==> config.mk <==
export PLATFORM = sky130hd
export DESIGN_NAME = inval_queue
export DESIGN_NICKNAME = d
export VERILOG_FILES = /design/src/rtl/iq_pkg.sv /design/src/rtl/iq_store.sv /design/src/rtl/iq_accept.sv /design/src/rtl/iq_barrier.sv /design/src/rtl/inval_queue.sv
export SDC_FILE = /design/constraint.sdc
export NUM_CORES = 1
export LEC_CHECK = 0
export BUFFER_PORTS_ARGS = -buffer_cell sky130_fd_sc_hd__buf_4
export CAP_MARGIN = 20
export CORE_MARGIN = 8
export CORE_UTILIZATION = 45
export DETAILED_ROUTE_END_ITERATION = 10
export GPL_ROUTABILITY_DRIVEN = 0
export PLACE_DENSITY = 0.72
export SLEW_MARGIN = 20
export SYNTH_ARGS = -nofsm -noshare
export SYNTH_HDL_FRONTEND = slang
export SYNTH_SLANG_ARGS = --single-unit
==> constraint.sdc <==
create_clock -name clk -period 3.1 [get_ports clk]
set_clock_uncertainty 0.1 [all_clocks]
set_input_delay 0.465 -clock clk [delete_from_list [all_inputs] [get_ports clk]]
set_output_delay 0.465 -clock clk [all_outputs]
set_load 0.02 [all_outputs]
==> src/rtl/iq_pkg.sv <==
package iq_pkg;
  // Advance a circular pointer over 0..depth-1
  function automatic int unsigned ptr_step(input int unsigned p, input int unsigned depth);
    return (p == depth - 1) ? 0 : p + 1;
  endfunction
endpackage

==> src/rtl/iq_store.sv <==
module iq_store #(
  parameter int LINE_W = 8,
  parameter int DEPTH  = 8,
  localparam int PW = (DEPTH > 1) ? $clog2(DEPTH) : 1,
  localparam int CW = $clog2(DEPTH + 1)
) (
  input  logic              clk,
  input  logic              rst,
  input  logic              push,
  input  logic [LINE_W-1:0] push_line,
  input  logic              port_busy,
  output logic              pop,
  output logic              full,
  output logic [CW-1:0]     level,
  output logic              out_valid,
  output logic [LINE_W-1:0] out_line
);
  import iq_pkg::*;

  logic [LINE_W-1:0] slots [DEPTH];
  logic [PW-1:0]     wr_ptr, rd_ptr;

  assign full = (level == CW'(DEPTH));
  assign pop  = (level != '0) && !port_busy;

  // storage written without reset so it can map to block RAM
  always_ff @(posedge clk) begin
    if (push) slots[wr_ptr] <= push_line;
    if (pop)  out_line      <= slots[rd_ptr];
  end

  always_ff @(posedge clk) begin
    if (rst) begin
      wr_ptr    <= '0;
      rd_ptr    <= '0;
      level     <= '0;
      out_valid <= 1'b0;
    end else begin
      out_valid <= pop;
      if (push) wr_ptr <= PW'(ptr_step(int'(wr_ptr), DEPTH));
      if (pop)  rd_ptr <= PW'(ptr_step(int'(rd_ptr), DEPTH));
      level <= level + CW'(push) - CW'(pop);
    end
  end

  a_r2_level_bound: assert property (@(posedge clk) disable iff (rst)
    level <= CW'(DEPTH));
  a_r4_idle_after_busy: assert property (@(posedge clk) disable iff (rst)
    port_busy |=> !out_valid);
endmodule

==> src/rtl/iq_accept.sv <==
module iq_accept (
  input  logic clk,
  input  logic rst,
  input  logic msg_valid,
  input  logic full,
  output logic push,
  output logic msg_ack
);
  assign push = msg_valid && !full && !msg_ack;

  always_ff @(posedge clk) begin
    if (rst) msg_ack <= 1'b0;
    else     msg_ack <= push;
  end

  a_r1_ack_follows_msg: assert property (@(posedge clk) disable iff (rst)
    msg_ack |-> $past(msg_valid));
  a_r1_ack_single: assert property (@(posedge clk) disable iff (rst)
    msg_ack |=> !msg_ack);
  a_r2_no_ack_when_full: assert property (@(posedge clk) disable iff (rst)
    (full && !$past(msg_ack)) |=> !msg_ack);
endmodule

==> src/rtl/iq_barrier.sv <==
module iq_barrier #(
  parameter int DEPTH = 8,
  localparam int CW = $clog2(DEPTH + 1)
) (
  input  logic          clk,
  input  logic          rst,
  input  logic          bar_req,
  input  logic          pop,
  input  logic [CW-1:0] level,
  output logic          bar_done
);
  logic          draining;
  logic [CW-1:0] left;

  always_ff @(posedge clk) begin
    if (rst) begin
      draining <= 1'b0;
      left     <= '0;
      bar_done <= 1'b0;
    end else begin
      bar_done <= 1'b0;
      if (!draining) begin
        if (bar_req && !bar_done) begin
          draining <= 1'b1;
          left     <= level - CW'(pop);
        end
      end else if (left == '0) begin
        bar_done <= 1'b1;
        draining <= 1'b0;
      end else if (pop) begin
        left <= left - 1'b1;
      end
    end
  end

  a_r7_done_pulse: assert property (@(posedge clk) disable iff (rst)
    bar_done |=> !bar_done);
  a_r7_done_needs_req: assert property (@(posedge clk) disable iff (rst)
    bar_done |-> $past(bar_req));
endmodule

==> src/rtl/inval_queue.sv <==
module inval_queue #(
  parameter int LINE_W = 8,
  parameter int DEPTH  = 8,
  localparam int CW = $clog2(DEPTH + 1)
) (
  input  logic              clk,
  input  logic              rst,
  input  logic              msg_valid,
  input  logic [LINE_W-1:0] msg_line,
  output logic              msg_ack,
  input  logic              tag_busy,
  output logic              inv_valid,
  output logic [LINE_W-1:0] inv_line,
  input  logic              bar_req,
  output logic              bar_done
);
  logic          push, pop, full;
  logic [CW-1:0] level;

  iq_accept u_accept (
    .clk(clk), .rst(rst), .msg_valid(msg_valid), .full(full),
    .push(push), .msg_ack(msg_ack)
  );

  iq_store #(.LINE_W(LINE_W), .DEPTH(DEPTH)) u_store (
    .clk(clk), .rst(rst), .push(push), .push_line(msg_line),
    .port_busy(tag_busy), .pop(pop), .full(full), .level(level),
    .out_valid(inv_valid), .out_line(inv_line)
  );

  iq_barrier #(.DEPTH(DEPTH)) u_barrier (
    .clk(clk), .rst(rst), .bar_req(bar_req), .pop(pop), .level(level),
    .bar_done(bar_done)
  );

  a_r4_port_respected: assert property (@(posedge clk) disable iff (rst)
    inv_valid |-> !$past(tag_busy));
  a_r11_reset_quiet: assert property (@(posedge clk)
    $past(rst) |-> (!msg_ack && !inv_valid && !bar_done));
endmodule

==> metrics.txt <==
fin crit period 2730 ps; post-synthesis cell count 228; hold_ws 253 ps; Mapped Nets 257; Sw Share 30.3%; CP Launch Point u_store.level[2]$_SDFF_PP0_; Hold Path Class in -> reg; Skew-Pair Late Insertion Delay 350 ps; synthesized area 3790 um^2; cts repair resizes 0; setup tns final 0 ps; vias in the first global route 2005; cell taking the most area after synthesis edfxtp_1; clock buffer count from CTS 9; Slew Viols, Final 0; worst path cell trace inv_1 -> ha_1 -> or3b_1 -> nand2_1 -> inv_1 -> ha_1 -> inv_1 -> ha_1 -> inv_1 -> fa_1 -> xnor2_1 -> nor2_1; internal power 2.18 mW; Filler cells 676; post-detail-place hpwl 4.45 mm; P_sw 948 uW; cts hold-fix bufs 0; first-pass GRT wire length 10.5 mm; type of origin of the critical path flop; Relative slew margins 45.3%; drt wl/cell 17.8 um; outcome finished clean; core area 8180 um^2; layout cells sized above 1 24.8%; Crit path top cell by count inv_1; post-route DRC violation count 0; maxcap violations 0; chip width 108 um; Worst EP required 3230 ps; Final Cycle Share 88.1%; CP Depth 12; crit-path max FO 8; reg-to-reg endpoint u_store.level[2]$_SDFF_PP0_; Synth cell types 39; IO Pins 24; worst setup path category reg -> reg; antenna violations before repair 0; CTS tree built; cell area after layout 4270 um^2; drt first pass iters 4; root buffer cell clkbuf_8; ys flop type edfxtp_1; port bufs 23; R2R cell count 12; GRT overflow 0; WP buf/inv 4; Pwr per Cell Area 733 nW/um^2; Vert. Die Dim 108 um; gr usage total 12.1%; P&R area growth vs syn 12.7%; die area 11600 um^2; unrepaired setup endpoints after global routing false; nets 291; ANT cells 0; YS warnings 0; top cells by area, synth edfxtp_1 57%, dfxtp_1 9.5%, mux4_1 5.5%; final hold vios 0; Final ANT Viol Nets 0; setup bufs post-CTS 0; IR drop worst, VDD 0.257 mV; DR vias/cell 5.27; Reg2Reg Launch Point u_store.level[2]$_SDFF_PP0_; ys async rst share 0%; Worst Setup EP u_store.level[2]$_SDFF_PP0_; Seq/Total Area, Yosys 66.5%; slowest cell on the critical path fa_1; row cnt 33; final wirelength 6.62 mm; clock tree buffer depth 2; sequential power share 51.2%; CP delay by family, top adder cells; Worst R2R Setup Slack 370 ps; Post-DP Area 4100 um^2; H-tree levels 3; static leakage 1.53 nW; syn_area_per_cell 16.6 um^2; Setup crit end kind flop; Max Freq 366 MHz; Clock Power Share 22.3%; largest net degree at the start of global routing 20; initial core utilization 46.4%; CTS Sinks 90; WP data arrival 2870 ps; DR vias 1954; synthesis-stage register bit count 90; share of total power in combinational logic 26.5%; Post-synth EDFFs 72; max incr delay on CP 380 ps; Yosys top cell area share 57.0%; final setup fails 0; clock transition at the registers of the reported paths 90 ps; worst slew pin tran 819 ps; initial drt markers 80
## cells by family after synthesis
family / count (synthesis) / share of synthesized area [%]
DFF: 90 / 66.5
xor gates and xnor gates: 3 / 0.693
adders and majority gates: 16 / 5.48
AOI/OAI and AO/OA: 22 / 3.79
and+or+nand+nor: 49 / 6.66
buffers and inverters: 22 / 2.87
muxes: 26 / 14.0
## cells in the final DEF, fill, tap and decap left out
| cell type | n |
|---|---|
| ha_1 | 15 |
| nand2b_1 | 4 |
| a31o_2 | 1 |
| nor2b_1 | 3 |
| mux2i_1 | 2 |
| a21oi_1 | 6 |
| nand3_1 | 1 |
| nor4bb_1 | 1 |
| mux4_1 | 8 |
| a211oi_1 | 2 |
| dfxtp_1 | 17 |
| or4b_1 | 1 |
| mux2_4 | 8 |
| nor3b_1 | 5 |
| inv_1 | 13 |
| fa_1 | 1 |
| clkinvlp_4 | 3 |
| xnor2_1 | 1 |
| nor3_1 | 3 |
| o211ai_1 | 3 |
| clkbuf_8 | 9 |
| inv_6 | 2 |
| xor2_1 | 2 |
| nor2_1 | 16 |
| or3_1 | 1 |
| a221oi_1 | 1 |
| or3b_1 | 1 |
| nand2_1 | 11 |
| a21oi_2 | 1 |
| edfxtp_1 | 72 |
| buf_4 | 32 |
| a211o_1 | 1 |
| nand3b_1 | 1 |
| dfxtp_2 | 1 |
| mux4_2 | 8 |
| a311oi_1 | 1 |
| o21ai_0 | 5 |
| clkbuf_1 | 1 |
| o21bai_1 | 1 |
| or3_2 | 1 |
## power groups by stage
stage               registers (mW)  logic (mW)  clock network (mW)
detailed placement            1.63       0.835                   0
CTS                           1.61       0.843               0.717
finish                        1.60       0.828               0.699
floorplan                     1.60       0.630                   0
global route                  1.63       0.929               0.761
global placement              1.63       0.819                   0
## sequential cells by signal, summed over array words and instances (netlist names)
signal and flops:
u_store.out_valid 1, u_accept.msg_ack 1, u_barrier.left 4, u_store.rd_ptr 3, u_store.out_line 8, u_barrier.bar_done 1, u_store.slots 64, u_store.level 4
u_barrier.draining 1, u_store.wr_ptr 3
## routing by layer
| metal | up-vias | wire (um) | global-route usage, % |
|---|---|---|---|
| li1 | 938 | - | - |
| met1 | 965 | 2910 | 15.5 |
| met2 | 46 | 3250 | 19.2 |
| met3 | 5 | 396 | 2.75 |
| met4 | 0 | 59 | 5.65 |
| met5 | - | 0 | 0 |
## how the worst min path moves through the flow
| stage | cells after the start | startpoint | to | slack (ps) |
|---|---|---|---|---|
| detailed placement | 2 | u_barrier.left[0]$_SDFFE_PP0P_ | u_barrier.left[0]$_SDFFE_PP0P_ | 420 |
| CTS | 1 | msg_line[5] | u_store.slots[0][5]$_DFFE_PP_ | 240 |
| finish | 1 | msg_line[0] | u_store.slots[4][0]$_DFFE_PP_ | 250 |
| global route | 1 | msg_line[4] | u_store.slots[6][4]$_DFFE_PP_ | 240 |
| floorplan | 2 | u_barrier.left[0]$_SDFFE_PP0P_ | u_barrier.left[0]$_SDFFE_PP0P_ | 380 |
| global placement | 2 | u_barrier.left[0]$_SDFFE_PP0P_ | u_barrier.left[0]$_SDFFE_PP0P_ | 420 |
## layout make-up
cell class	count	area (um^2)	share of cell area, %
multi-input cells	116	1160	27.2
repair buffers	32	240	5.62
inverters	13	48.8	1.14
well taps	105	131	3.07
clock buffers	10	128	2.99
flip-flops and latches	90	2520	59.1
clock inverters	5	40.0	0.937
## metrics by stage
stage	instances	total power [mW]	setup slack, ps	util [%]
floorplan	228	2.23	433	-
CTS	371	3.17	330	52.2
global placement	356	2.45	478	50.2
global route	371	3.32	178	52.3
detailed placement	356	2.47	375	50.2
finish	371	3.13	369	52.3
## Yosys cell counts (all sizes together) (2+ instances only)
cell and instances:
a211oi 2, a21oi 7, buf 6, clkbuf 3, dfxtp 18, edfxtp 72
ha 15, inv 13, mux2 8, mux2i 2, mux4 16, nand2 11
nand2b 4, nor2 16, nor2b 3, nor3 3, nor3b 5, o211ai 3
o21ai 5, or3 2, xor2 2
Power figures use the tool's default switching activity.
